### src/rtl/fline_trap_pkg.sv
// Shared types for the unimplemented coprocessor instruction trap sequencer.
// Assumes: nothing beyond IEEE 1800-2017 enums.
package fline_trap_pkg;

    typedef enum logic [3:0] {
        ST_IDLE,
        ST_DRAIN,
        ST_LATCH_SR,
        ST_PUSH_ADDR,
        ST_PUSH_FMT,
        ST_PUSH_PC,
        ST_PUSH_SR,
        ST_FETCH_VEC,
        ST_REFILL
    } trap_state_t;

    typedef enum logic [1:0] {
        CAUSE_NONE,
        CAUSE_UNIMPL,
        CAUSE_DISABLED
    } trap_cause_t;

endpackage

### src/rtl/fline_trap_qual.sv
// Qualifier: decides whether the offered instruction word traps, and why.
// Assumes the decoder has already produced the unimplemented flag; this
// module only looks at the opcode line and the coprocessor enable.
module fline_trap_qual
    import fline_trap_pkg::*;
#(
    parameter int                OPW       = 16,
    parameter int                LINE_W    = 4,
    parameter logic [LINE_W-1:0] LINE_CODE = 4'hF
) (
    input  logic           insn_valid,
    input  logic [OPW-1:0] insn_word,
    input  logic           insn_unimpl,
    input  logic           fpu_en,
    output logic           take,
    output trap_cause_t    cause
);

    localparam int SHIFT = OPW - LINE_W;

    logic line_hit;

    // Classify the word: line match first, then disabled beats unimplemented.
    always_comb begin
        line_hit = ((insn_word >> SHIFT) == OPW'(LINE_CODE));
        cause    = CAUSE_NONE;
        if (insn_valid && line_hit) begin
            if (!fpu_en)          cause = CAUSE_DISABLED;
            else if (insn_unimpl) cause = CAUSE_UNIMPL;
        end
        take = (cause != CAUSE_NONE);
    end

endmodule

### src/rtl/fline_trap_ctrl.sv
// Control FSM: steps through drain, status snapshot, four frame pushes,
// vector fetch and pipeline refill. Also produces the one-cycle redirect
// pulse. Assumes take is only meaningful while idle.
module fline_trap_ctrl
    import fline_trap_pkg::*;
(
    input  logic        clk,
    input  logic        rst_n,
    input  logic        take,
    input  logic        fp_busy,
    input  logic        exc_pending,
    input  logic        vec_rd_valid,
    input  logic        fill_done,
    output trap_state_t state,
    output logic        redirect
);

    trap_state_t nxt;

    // Next-state selection.
    always_comb begin
        nxt = state;
        case (state)
            ST_IDLE:      if (take) nxt = ST_DRAIN;
            ST_DRAIN:     if (!fp_busy && !exc_pending) nxt = ST_LATCH_SR;
            ST_LATCH_SR:  nxt = ST_PUSH_ADDR;
            ST_PUSH_ADDR: nxt = ST_PUSH_FMT;
            ST_PUSH_FMT:  nxt = ST_PUSH_PC;
            ST_PUSH_PC:   nxt = ST_PUSH_SR;
            ST_PUSH_SR:   nxt = ST_FETCH_VEC;
            ST_FETCH_VEC: if (vec_rd_valid) nxt = ST_REFILL;
            ST_REFILL:    if (fill_done && !redirect) nxt = ST_IDLE;
            default:      nxt = ST_IDLE;
        endcase
    end

    // State register and redirect pulse.
    always_ff @(posedge clk) begin
        if (!rst_n) begin
            state    <= ST_IDLE;
            redirect <= 1'b0;
        end else begin
            state    <= nxt;
            redirect <= (state == ST_FETCH_VEC) && vec_rd_valid;
        end
    end

endmodule

### src/rtl/fline_trap_frame.sv
// Frame writer: turns the push states into stack-write beats and the
// stack pointer update. The stack grows downward; the frame occupies
// SR word, PC long, format word, EA long from the lowest address up.
// Assumes sp_base is the stack pointer before the frame.
module fline_trap_frame
    import fline_trap_pkg::*;
#(
    parameter int AW       = 32,
    parameter int SRW      = 16,
    parameter int VEC_NUM  = 11,
    parameter int FMT_CODE = 2
) (
    input  trap_state_t    state,
    input  logic [AW-1:0]  sp_base,
    input  logic [SRW-1:0] sr_copy,
    input  logic [AW-1:0]  next_pc,
    input  logic [AW-1:0]  ea,
    output logic           stk_wr_en,
    output logic [AW-1:0]  stk_wr_addr,
    output logic [AW-1:0]  stk_wr_data,
    output logic           stk_wr_long,
    output logic           sp_wr_en,
    output logic [AW-1:0]  sp_wr_data
);

    localparam int SR_BYTES    = SRW / 8;
    localparam int LONG_BYTES  = AW / 8;
    localparam int FMT_BYTES   = 2;
    localparam int OFS_SR      = 0;
    localparam int OFS_PC      = OFS_SR + SR_BYTES;
    localparam int OFS_FMT     = OFS_PC + LONG_BYTES;
    localparam int OFS_EA      = OFS_FMT + FMT_BYTES;
    localparam int FRAME_BYTES = OFS_EA + LONG_BYTES;
    localparam logic [15:0] FMT_WORD = {4'(FMT_CODE), 12'(VEC_NUM * 4)};

    logic [AW-1:0] frame_base;

    // Pick the beat for the current push state.
    always_comb begin
        frame_base  = sp_base - AW'(FRAME_BYTES);
        stk_wr_en   = 1'b1;
        stk_wr_addr = '0;
        stk_wr_data = '0;
        stk_wr_long = 1'b0;
        sp_wr_en    = 1'b0;
        sp_wr_data  = frame_base;
        case (state)
            ST_PUSH_ADDR: begin
                stk_wr_addr = frame_base + AW'(OFS_EA);
                stk_wr_data = ea;
                stk_wr_long = 1'b1;
            end
            ST_PUSH_FMT: begin
                stk_wr_addr = frame_base + AW'(OFS_FMT);
                stk_wr_data = AW'(FMT_WORD);
            end
            ST_PUSH_PC: begin
                stk_wr_addr = frame_base + AW'(OFS_PC);
                stk_wr_data = next_pc;
                stk_wr_long = 1'b1;
            end
            ST_PUSH_SR: begin
                stk_wr_addr = frame_base + AW'(OFS_SR);
                stk_wr_data = AW'(sr_copy);
                sp_wr_en    = 1'b1;
            end
            default: stk_wr_en = 1'b0;
        endcase
    end

endmodule

### src/rtl/fline_trap_seq.sv
// Top: unimplemented coprocessor instruction trap sequencer.
// Captures the trapping instruction's context, snapshots and rewrites the
// status register, pushes the frame, reads the vector and redirects fetch.
// Assumes sp_in is the supervisor stack pointer and is stable once drained.
module fline_trap_seq
    import fline_trap_pkg::*;
#(
    parameter int AW       = 32,
    parameter int SRW      = 16,
    parameter int OPW      = 16,
    parameter int VEC_NUM  = 11,
    parameter int FMT_CODE = 2,
    parameter int S_BIT    = 13,
    parameter int T_BIT    = 15
) (
    input  logic           clk,
    input  logic           rst_n,
    input  logic           insn_valid,
    input  logic [OPW-1:0] insn_word,
    input  logic           insn_unimpl,
    input  logic           insn_mem,
    input  logic [AW-1:0]  insn_ea,
    input  logic [AW-1:0]  insn_next_pc,
    input  logic           fpu_en,
    input  logic           fp_busy,
    input  logic           exc_pending,
    input  logic [SRW-1:0] sr_in,
    output logic           sr_wr_en,
    output logic [SRW-1:0] sr_wr_data,
    input  logic [AW-1:0]  sp_in,
    output logic           sp_wr_en,
    output logic [AW-1:0]  sp_wr_data,
    output logic           stk_wr_en,
    output logic [AW-1:0]  stk_wr_addr,
    output logic [AW-1:0]  stk_wr_data,
    output logic           stk_wr_long,
    input  logic [AW-1:0]  vbr_in,
    output logic           vec_rd_en,
    output logic [AW-1:0]  vec_rd_addr,
    input  logic           vec_rd_valid,
    input  logic [AW-1:0]  vec_rd_data,
    output logic           fetch_redirect,
    output logic [AW-1:0]  fetch_pc,
    input  logic           fill_done,
    output logic           stall,
    output logic           cause_unimpl,
    output logic           cause_disabled
);

    localparam int VEC_OFS = VEC_NUM * 4;

    trap_state_t    state;
    trap_cause_t    new_cause;
    trap_cause_t    cause_q;
    logic           take;
    logic [AW-1:0]  next_pc_q;
    logic [AW-1:0]  ea_q;
    logic [SRW-1:0] sr_copy_q;
    logic [AW-1:0]  sp_base_q;
    logic [AW-1:0]  handler_q;

    fline_trap_qual #(.OPW(OPW)) u_qual (
        .insn_valid  (insn_valid),
        .insn_word   (insn_word),
        .insn_unimpl (insn_unimpl),
        .fpu_en      (fpu_en),
        .take        (take),
        .cause       (new_cause)
    );

    fline_trap_ctrl u_ctrl (
        .clk          (clk),
        .rst_n        (rst_n),
        .take         (take),
        .fp_busy      (fp_busy),
        .exc_pending  (exc_pending),
        .vec_rd_valid (vec_rd_valid),
        .fill_done    (fill_done),
        .state        (state),
        .redirect     (fetch_redirect)
    );

    fline_trap_frame #(
        .AW(AW), .SRW(SRW), .VEC_NUM(VEC_NUM), .FMT_CODE(FMT_CODE)
    ) u_frame (
        .state       (state),
        .sp_base     (sp_base_q),
        .sr_copy     (sr_copy_q),
        .next_pc     (next_pc_q),
        .ea          (ea_q),
        .stk_wr_en   (stk_wr_en),
        .stk_wr_addr (stk_wr_addr),
        .stk_wr_data (stk_wr_data),
        .stk_wr_long (stk_wr_long),
        .sp_wr_en    (sp_wr_en),
        .sp_wr_data  (sp_wr_data)
    );

    // Capture instruction context on accept, status/stack at snapshot, handler on read.
    always_ff @(posedge clk) begin
        if (!rst_n) begin
            cause_q   <= CAUSE_NONE;
            next_pc_q <= '0;
            ea_q      <= '0;
            sr_copy_q <= '0;
            sp_base_q <= '0;
            handler_q <= '0;
        end else begin
            if (state == ST_IDLE && take) begin
                cause_q   <= new_cause;
                next_pc_q <= insn_next_pc;
                ea_q      <= insn_mem ? insn_ea : '0;
            end
            if (state == ST_LATCH_SR) begin
                sr_copy_q <= sr_in;
                sp_base_q <= sp_in;
            end
            if (state == ST_FETCH_VEC && vec_rd_valid)
                handler_q <= vec_rd_data;
        end
    end

    // Live status rewrite: supervisor on, trace off.
    always_comb begin
        sr_wr_en          = (state == ST_LATCH_SR);
        sr_wr_data        = sr_in;
        sr_wr_data[S_BIT] = 1'b1;
        sr_wr_data[T_BIT] = 1'b0;
    end

    // Vector read, redirect target, stall and cause reporting.
    always_comb begin
        vec_rd_en      = (state == ST_FETCH_VEC);
        vec_rd_addr    = vbr_in + AW'(VEC_OFS);
        fetch_pc       = handler_q;
        stall          = (state != ST_IDLE);
        cause_unimpl   = stall && (cause_q == CAUSE_UNIMPL);
        cause_disabled = stall && (cause_q == CAUSE_DISABLED);
    end

endmodule

### config.mk
export PLATFORM = sky130hd
export DESIGN_NAME = fline_trap_seq
export DESIGN_NICKNAME = d
export VERILOG_FILES = /design/src/rtl/fline_trap_pkg.sv /design/src/rtl/fline_trap_qual.sv /design/src/rtl/fline_trap_ctrl.sv /design/src/rtl/fline_trap_frame.sv /design/src/rtl/fline_trap_seq.sv
export SDC_FILE = /design/constraint.sdc
export NUM_CORES = 1
export LEC_CHECK = 0
export ABC_CLOCK_PERIOD_IN_PS = 9400
export BUFFER_PORTS_ARGS = -buffer_cell sky130_fd_sc_hd__buf_2
export CAP_MARGIN = 5
export CORE_MARGIN = 2
export CORE_UTILIZATION = 30
export DETAILED_ROUTE_END_ITERATION = 7
export GPL_ROUTABILITY_DRIVEN = 0
export HOLD_SLACK_MARGIN = 0.08
export PLACE_DENSITY_LB_ADDON = 0.12
export SLEW_MARGIN = 20
export SYNTH_ARGS = -nofsm -noshare
export SYNTH_HDL_FRONTEND = slang
export SYNTH_SLANG_ARGS = --single-unit
### constraint.sdc
create_clock -name clk -period 9.4 [get_ports clk]
set_input_delay 0.47 -clock clk [delete_from_list [all_inputs] [get_ports clk]]
set_output_delay 0.47 -clock clk [all_outputs]
set_load 0.1 [all_outputs]
# ---- Word level (Yosys, flattened, before mapping)
# Index checks and enable logic that the tools add are counted.
dict set report word_totals {
  reg_bits 151
  in_bits 202
  output_inout_bits 185
}
dict set report classes {
  n_addsub 5
  reduce_logical 16
  eq_ne 15
  n_mux 14
}
# cell n
set ops {}
lappend ops {{$pmux 32 s4} 2}
lappend ops {{$pmux 4 s9} 1}
lappend ops {{$add 32x2->32 const B} 1}
lappend ops {{$add 32x3->32 const B} 1}
lappend ops {{$add 32x4->32 const B} 1}
lappend ops {{$add 32x6->32 const B} 1}
lappend ops {{$mux 32} 1}
lappend ops {{$sub 32x4->32 const B} 1}
lappend ops {{$eq 4x3->1 const B} 4}
lappend ops {{$mux 4} 4}
lappend ops {{$eq 4x2->1 const B} 2}
lappend ops {{$eq 4x4->1 const B} 2}
lappend ops {{$logic_and 1x1->1} 7}
lappend ops {{$ne 2x1->1 const B} 3}
lappend ops {{$eq 4x1->1 const B} 1}
lappend ops {{$logic_not 4->1} 1}
lappend ops {{$mux 1} 4}
lappend ops {{$mux 2} 2}
lappend ops {{$reduce_and 4->1} 1}
lappend ops {{$reduce_bool 4->1} 1}
lappend ops {{$reduce_or 4->1} 1}
lappend ops {{$logic_not 1->1} 3}
lappend ops {{$eq 2x1->1 const B} 1}
lappend ops {{$eq 2x2->1 const B} 1}
lappend ops {{other kinds (3)} 3}

# ---- Logic depth before layout (Yosys ltp)
# Gate-level depths: netlist of run 1.
dict set report logic_depth {
  word_depth 6
  mapped_depth 14
  mapped_depth_nobuf 12
}

# ---- Cells and area by module
# Synthesis of run 1 repeated with hierarchy kept, for this count alone.
dict set report unflattened {
  cells_unflattened 1228
  hier_area_um2 9397.8
}
# mod instances cells_per_inst area_per_inst_um2
set modules_own_cells {}
lappend modules_own_cells {fline_trap_seq 1 749 6227.2}
lappend modules_own_cells {fline_trap_frame 1 448 2906.5}
lappend modules_own_cells {fline_trap_ctrl 1 24 225.2}
lappend modules_own_cells {fline_trap_qual 1 7 38.8}

# ---- Least setup slack after synthesis of run 1
# No wires, ideal clock.
dict set report synth_path {
  kind {register -> output}
  from {register sp_base_q[5]}
  to {output stk_wr_addr[24]}
  arrival_ns 6.161
  path_slack_ns 2.769
  path_stages_with_launch 10
  required_ns 8.930
  path_buffers 1
  path_cell_list {dfxtp_1 > buf_1 > a2111oi_4 > nand4_1 > xnor2_1 > and2_1 > o2111ai_1 > nor3_1 > nand2_1 > a221oi_1}
}
dict set report synth_between {
  elab_chain_len 3
  elab_cells_between_ends 5
  classes_between {add/sub (4); mux (1)}
}
# element line_no
set synth_rtl {}
lappend synth_rtl {{from (decl)} fline_trap_seq.sv:59} ;# logic [AW-1:0] sp_base_q;
lappend synth_rtl {{from (signal assigned)} fline_trap_seq.sv:116} ;# sp_base_q <= sp_in;
lappend synth_rtl {{$sub 32x4->32 *} fline_trap_frame.sv:40} ;# frame_base = sp_base - AW'(FRAME_BYTES);
lappend synth_rtl {{named net sp_wr_data[15]} fline_trap_seq.sv:32} ;# output logic [AW-1:0] sp_wr_data,
lappend synth_rtl {{$add 32x2->32, or another cell as far along} fline_trap_frame.sv:58} ;# stk_wr_addr = frame_base + AW'(OFS_PC);
lappend synth_rtl {{$pmux 32 s4 *} fline_trap_frame.sv:47} ;# case (state)
lappend synth_rtl {{to (decl)} fline_trap_seq.sv:34} ;# output logic [AW-1:0] stk_wr_addr,
# Mark *: on every way through the listed nets, which the timed path passes. The rest lies on a longest branch.

# ---- Worst setup path in the final report of run 1
dict set report layout_path {
  from {register sp_base_q[2]}
  to {output stk_wr_addr[24]}
}
dict set report layout_between {
  elab_chain_len 3
  elab_cells_between_ends 5
  classes_between {add/sub (4); mux (1)}
}
# element line_no
set layout_rtl {}
lappend layout_rtl {{$sub 32x4->32 *} fline_trap_frame.sv:40}
lappend layout_rtl {{$add 32x2->32, or another cell as far along} fline_trap_frame.sv:58}
lappend layout_rtl {{$pmux 32 s4 *} fline_trap_frame.sv:47}
# Mark *: on every way between the ends. The rest lies on a longest branch, timed or not.

==> results.ini, run 1 <==
[critical_path]
worstSetupPathType=flop to primary output
startpoint_type=flop
path_max_fanout=9
cp.required_ns=8.93
critPathArrivalTime_ns=4.76
worstReg2RegStart=u_ctrl.state[0]
reg2reg_depth=7
critPathCaptureType=primary output
rr_endpoint=ea_q[9]
r2r_slack_ns=6.68

[floorplanning]
fp.coreArea_um2=28940
fp.dieArea_um2=30990
placementRows=62
die_w_um=176.0
die_y_um=176.0
start_util=0.3068
num_io_pins=387

[clocking]
cts_root_buffer=clkbuf_16
cts_sinks=151
cts_inserted_buffers=17
clock_latency_ns=0.44
cts.clk_slew.worst_paths_ns=0.08
clockBufferDepth=2
h-tree-depth=4
cts_resized=0
post_cts_buffers=0
cts_tree=yes
postCtsHoldBufs=0

[place]
hpwlAfterDp_um=23330
dp_slack_ns=4.806
dp_cells=1848
io_buffers=368

[logic_synthesis]
synth_most_common_cell=nand2_1
syn-num-nets=1391
synth_ff_type=dfxtp_1
synth.area.top_cells=dfxtp_1, nand2_1, a21boi_0
synth_top_area_frac=0.3405
syn_inst=1184
synth_cell_type_count=68
synth-warning-count=0
ys_seq_area_frac=0.3405
syn_area_um2=8879
synthTopCellsByCount=nand2_1, dfxtp_1, a21boi_0
async_flop_share=0
syn_avg_cell_area_um2=7.499
synth.ff_latch_count=151
synth_edf_count=0
yosys.area.top_type=dfxtp_1

[sta]
fin_ws_ns=4.173
final_hold_viol_count=0
fmax_ghz=0.1913
relSlewSlack=0.3835
fin_tns_setup_ns=0
worstMarginPinSlew_ns=0.9214
maxSlewViolCount=0
clock_skew_ns=0.01540
rsz0062_at_grt=false
finalCritPeriodShare=0.5560
setup_viol=0
period_needed_ns=5.227

[status]
status=complete, no violations

[final_layout]
final_nets=1690
syn_to_final_growth_pct=28.88
final_layout_size_suffix_gt1_frac=0.2854
final_core_util=0.3954
stdcell_count=1883

[route]
drt_iter0_markers=578
num_vias=9400
wl_per_cell_um=17.19
ant_nets=0
drc=0
viasPerCell=4.992
first_pass_iters=6
drt-total-wl_um=32370

[hold_path]
min_to=fetch_pc[26]
min_from=vec_rd_data[26]
hold_class=input pin to flop
min_path_cells=3

[global_routing]
grt_pass1_vias=9013
grt_antenna_before_repair=4
grt_usage=0.2048
overflow=0
grt_max_degree=86
grt_first_pass_wirelength_um=50190

[job]
maxCapViolations=0

worst max-delay path, stage by stage, from the launching register on:
cell and delay [ns]:
dfxtp_1 0.38, ha_1 0.34, nor4_4 0.53, nand3_4 0.29, or4_1 0.58, nor3_1 0.48
o2111ai_1 0.33, nor3_1 0.34, nand2_1 0.10, a221oi_1 0.43, buf_2 0.51
cells by family after synthesis:
logic type,share of synthesized area
flip-flops,0.3405
other,0.0008459
XOR/XNOR,0.06313
AND/OR/NAND/NOR,0.2697
buffers and inverters,0.07018
adder cells (fa/ha/maj),0.007892
multiplexers,0.006905
AO/OA/AOI/OAI,0.2408
worst max path at each step:
stage	startpoint	endpoint	slack [ns]	depth (start not counted)
global route	sp_base_q[2]	stk_wr_addr[24]	3.88	10
floorplan	sp_base_q[5]	stk_wr_addr[24]	2.77	9
global placement	sp_base_q[2]	stk_wr_addr[25]	4.82	10
finish	sp_base_q[2]	stk_wr_addr[24]	4.17	10
detailed placement	sp_base_q[2]	stk_wr_addr[27]	4.81	10
CTS	sp_base_q[2]	stk_wr_addr[24]	4.26	10
cell usage in the layout, fill, tap and decap left out, types with 4 or more instances in the layout:
master,synthesis,routed
or3_1,11,11
xnor2_1,43,43
nand2_1,304,304
buf_4,20,11
ha_1,4,4
mux2i_1,5,5
o31ai_1,5,5
a22oi_1,4,4
dfxtp_1,151,151
nand4_1,14,14
buf_2,3,367
or4_1,8,8
a22o_1,16,16
nor4_1,8,8
a222oi_1,12,12
a21oi_1,27,27
nor2b_1,5,5
nand2b_1,4,4
inv_6,0,6
a221o_1,4,4
o21a_1,7,7
xor2_1,21,21
nor3b_1,4,4
nor3_1,25,25
a21boi_0,148,148
clkbuf_16,0,17
o21ai_0,26,26
nor2_1,45,43
inv_1,45,44
and2_1,12,12
and3_1,9,9
nand3_1,60,59
o221ai_1,4,4
layer usage:
metal / wire length [µm] / global-route usage / share of wire / vias to the layer above
met2: 14560 / 0.3361 / 0.45 / 383
met1: 14460 / 0.2653 / 0.45 / 4322
li1: - / - / - / 4660
met5: 0 / 0 / 0 / -
met3: 2771 / 0.05383 / 0.086 / 35
met4: 570 / 0.05682 / 0.018 / 0
state kept, by name (all words and copies together), names as in the netlist:
signal and flops:
next_pc_q 32, sr_copy_q 16, sp_base_q 32, u_ctrl.redirect 1
fetch_pc 32, u_ctrl.state 4, cause_q 2, ea_q 32
cell type report:
cell class | count | area [µm²]
multi-input cells | 890 | 5264
clock buffers | 18 | 429.2
flip-flops and latches | 151 | 3023
diodes | 3 | 7.507
well taps | 384 | 480.5
repair buffers | 378 | 1919
inverters | 45 | 168.9
fillers | 3115 | 17490
clock inverters | 14 | 150.1
through the flow:
stage / hold slack, ns / instance area, µm²
4_1_cts: 0.2567 / 11430
5_1_grt: 0.2720 / 11440
3_5_place_dp: 0.4549 / 10860
6_report: 0.2694 / 11440
3_3_place_gp: 0.4479 / 10860
2_1_floorplan: 0.4406 / 8879
Power of run 1 is not shown: default switching activity piles up to over one toggle a cycle in this logic, so the estimate is an artifact.
==> run 2: changes to the inputs <==
- ABC_CLOCK_PERIOD_IN_PS: 9400 -> 4750
- clock period: 9.4 -> 4.75 ns (I/O delays scaled with it)
==> run 2 against run 1 <==
Sequential cell count unchanged. Clock-buffer cell count unchanged. Cell count increased by 6.1%. Critical path depth decreased by 1. Hold slack got worse by 0.17 ns. First-iteration DRC count decreased by 7.3%. Via count increased by 6.2%. Routed wire length increased by 8.7%. Non-clock buffer count increased by 118. Die area unchanged.
==> results.ini, run 2 (synthesis gave the netlist of run 1 again) <==
[status]
status=complete, no violations

[floorplanning]
num_io_pins=387
placementRows=62
start_util=0.3068
die_w_um=176.0
die_y_um=176.0
fp.dieArea_um2=30990
fp.coreArea_um2=28940

[route]
first_pass_iters=5
drt_iter0_markers=536
ant_nets=0
viasPerCell=4.996
drc=0
drt-total-wl_um=35170
wl_per_cell_um=17.60
num_vias=9982

[clocking]
post_cts_buffers=0
cts_tree=yes
clockBufferDepth=2
cts.clk_slew.worst_paths_ns=0.08
cts_inserted_buffers=17
clock_latency_ns=0.43
cts_root_buffer=clkbuf_16
cts_sinks=151
h-tree-depth=4

[place]
dp_slack_ns=0.7098
io_buffers=368
hpwlAfterDp_um=25420

[final_layout]
syn_to_final_growth_pct=46.24
final_nets=1808
n_fill_cell=2977
final_common_cell=buf_2
final_cell_mix=buf_2, nand2_1, dfxtp_1
antenna_cells=0
final_core_util=0.4487
final_layout_size_suffix_gt1_frac=0.2831

[sta]
finalCritPeriodShare=0.9323
maxSlewViolCount=0
fin_ws_ns=0.3218
relSlewSlack=0.4111
final_hold_viol_count=0
setup_viol=0
clock_skew_ns=0.01367
rsz0062_at_grt=false
period_needed_ns=4.428
worstMarginPinSlew_ns=0.8833
fmax_ghz=0.2258

[critical_path]
cp.required_ns=4.51
path_max_fanout=12
critPathCaptureType=primary output
worstSetupPathType=flop to primary output
critPathSlowestCell=nor3_2
path_cells=nor3_2, nand3_1, or3_1, a211oi_1, o2111ai_1, nor3_1, nand2_1, a221oi_2, buf_12
startpoint_type=flop
reg2reg_depth=7
cp_slowest_stage_delay_ns=0.57
critPathArrivalTime_ns=4.19

[global_routing]
grt_antenna_before_repair=1
grt_max_degree=97
overflow=0
grt_pass1_vias=9589
grt_usage=0.2213
grt_first_pass_wirelength_um=53650

[job]
maxCapViolations=0

[hold_path]
hold_class=input pin to flop
min_path_cells=3

## run 2: layout make-up
cell class	count	area (µm²)	share of cell area
Sequential cell	151	3023	0.2328
Clock inverter	14	156.4	0.01205
Clock buffer	18	429.2	0.03305
Tap cell	384	480.5	0.03700
Timing Repair Buffer	496	3336	0.2569
Inverter	45	168.9	0.01301
Multi-Input combinational cell	890	5390	0.4151
## run 2: routing by layer
metal  track usage  vias to the layer above  share of wire
met5             0                        -              0
met4       0.05269                        0          0.015
met3       0.05685                       34          0.081
met2        0.3802                      387           0.48
met1        0.2771                     4668           0.43
li1              -                     4893              -
## run 2: worst paths after layout
kind              slack, ns               to       startpoint
setup / recovery       0.32  stk_wr_addr[24]     sp_base_q[7]
hold / removal          0.1         ea_q[22]      insn_ea[22]
setup reg to reg       1.91          ea_q[2]  u_ctrl.state[0]
hold reg to reg        0.46     next_pc_q[2]     next_pc_q[2]
## run 2: critical path: cells and delay by family (launching register included)
kind	cells	cell delay, ns
simple gates	5	1.98
buf+inv	1	0.23
flops	1	0.42
compound gates	3	1.15
## run 2: stage by stage
step                instance area [µm²]  hold slack, ns  setup TNS [ns]  std cells
global placement                  11280          0.4494               0       1856
floorplan                          8990          0.3824         -0.1886       1184
CTS                               12970         0.08103               0       1998
finish                            12980         0.09653               0       1998
detailed placement                11280          0.4571               0       1856
global route                      12980         0.08668               0       1998
## run 2: repair_timing
action / CTS / global route
gates resized for setup: 0 / 2
endpoints found under the hold margin: 110 / 0
setup endpoints to repair: 0 / 2
hold buffers: 110 / 0
Power of run 2 is left out for the same reason.
==> run 3: changes to the inputs <==
- BUFFER_PORTS_ARGS: -buffer_cell sky130_fd_sc_hd__buf_2 -> -buffer_cell sky130_fd_sc_hd__clkbuf_2
==> run 3 against run 2 <==
Register-to-register slack hardly changed. Fmax is 0.84% higher. First-iteration DRC count is 3.5% higher. Sequential cell count stayed put. Routed wire length is 0.50% higher. Global-route usage is 0.24 points higher. Critical path type unchanged. Design area is 2.0% higher. Via count is 0.36% higher. Sequential share of layout area is 0.47 points lower.
==> results.ini, run 3 (synthesis gave the netlist of run 1 again) <==
[status]
status=complete, no violations

[critical_path]
critPathArrivalTime_ns=4.15
critPathCaptureType=primary output
worstSetupPathType=flop to primary output
startpoint_type=flop
cp.required_ns=4.51
reg2reg_depth=7
path_max_fanout=9

[clocking]
cts_inserted_buffers=17
clockBufferDepth=2
h-tree-depth=4
cts_root_buffer=clkbuf_16
post_cts_buffers=0
cts.clk_slew.worst_paths_ns=0.08
cts_sinks=151
cts_tree=yes
clock_latency_ns=0.44

[floorplanning]
num_io_pins=387
die_y_um=176.0
placementRows=62
die_w_um=176.0
fp.dieArea_um2=30990
start_util=0.3068
fp.coreArea_um2=28940

[final_layout]
final_cell_mix=clkbuf_2, nand2_1, dfxtp_1
final_nets=1826
n_fill_cell=2969
final_layout_size_suffix_gt1_frac=0.2800
syn_to_final_growth_pct=49.23
antenna_cells=0
stdcell_count=2016
final_common_cell=clkbuf_2

[route]
ant_nets=0
drt-total-wl_um=35350
viasPerCell=4.969
first_pass_iters=5
drt_iter0_markers=555
drc=0
wl_per_cell_um=17.53
num_vias=10020

[sta]
final_hold_viol_count=0
rsz0062_at_grt=false
relSlewSlack=0.4117
clock_skew_ns=0.01817
worstMarginPinSlew_ns=0.8825
period_needed_ns=4.391
setup_viol=0
fmax_ghz=0.2277
maxSlewViolCount=0
finalCritPeriodShare=0.9244

[global_routing]
grt_pass1_vias=9875
grt_first_pass_wirelength_um=54520
grt_usage=0.2237
grt_max_degree=91
overflow=0
grt_antenna_before_repair=0

[place]
dp_cells=1854
hpwlAfterDp_um=25410
io_buffers=368

[job]
maxCapViolations=0

[hold_path]
min_path_cells=3
hold_class=input pin to flop

## run 3: cell count changes in the layout (fill, tap and decap cells not counted), sizes merged
| cell | previous run | this run |
|---|---|---|
| dlygate4sd3 | 110 | 130 |
| clkbuf | 18 | 362 |
| buf | 386 | 39 |
| clkinvlp | 2 | 1 |
| clkinv | 2 | 5 |
| inv | 54 | 53 |
## run 3: worst paths after layout
kind / startpoint / to / slack (ns)
hold reg to reg: ea_q[13] / ea_q[13] / 0.46
setup reg to reg: u_ctrl.state[0] / ea_q[18] / 1.90
hold / removal: sr_in[4] / sr_copy_q[4] / 0.08
setup / recovery: sp_base_q[2] / stk_wr_addr[25] / 0.36
## run 3: per-layer routing
layer / routed length (µm) / vias up / global-route usage
met5: 0 / - / 0
met4: 475 / 0 / 0.05131
met3: 2712 / 33 / 0.05577
met2: 16740 / 391 / 0.3840
met1: 15420 / 4655 / 0.2822
li1: - / 4939 / -
## run 3: cell type report
type / count / area (µm²) / share of cell area
Sequential cell: 151 / 3023 / 0.2282
Tap cell: 384 / 480.5 / 0.03626
Timing Repair Buffer: 514 / 3558 / 0.2686
Multi-Input combinational cell: 890 / 5391 / 0.4069
Inverter: 45 / 168.9 / 0.01275
Clock inverter: 15 / 201.4 / 0.01520
Clock buffer: 17 / 425.4 / 0.03211
## run 3: through the flow
step / area (µm²) / util / setup WS [ns] / TNS [ns] / hold WS, ns
floorplan: 8990 / - / -0.1223 / -0.1886 / 0.3824
global placement: 11300 / 0.3907 / 0.7121 / 0 / 0.4492
detailed placement: 11310 / 0.3907 / 0.6546 / 0 / 0.4577
CTS: 13230 / 0.4574 / 0.1705 / 0 / 0.08071
global route: 13250 / 0.4579 / 0.09190 / 0 / 0.09044
finish: 13250 / 0.4579 / 0.3589 / 0 / 0.08389
## run 3: what timing repair did
item,CTS,global route
endpoints found under the setup margin,0,2
endpoints found under the hold margin,130,0
hold buffers,130,0
resized for setup,0,2
## run 3: worst max-delay path: stages, from the launching register on
cell and delay, ns:
dfxtp_1 0.38, ha_1 0.35, nor4_4 0.28, nand3_4 0.21
or4_1 0.55, nor3_1 0.43, o21ai_1 0.24, or4_1 0.46
o21ai_0 0.14, a21boi_2 0.20, clkbuf_2 0.48
Power of run 3 is left out for the same reason.
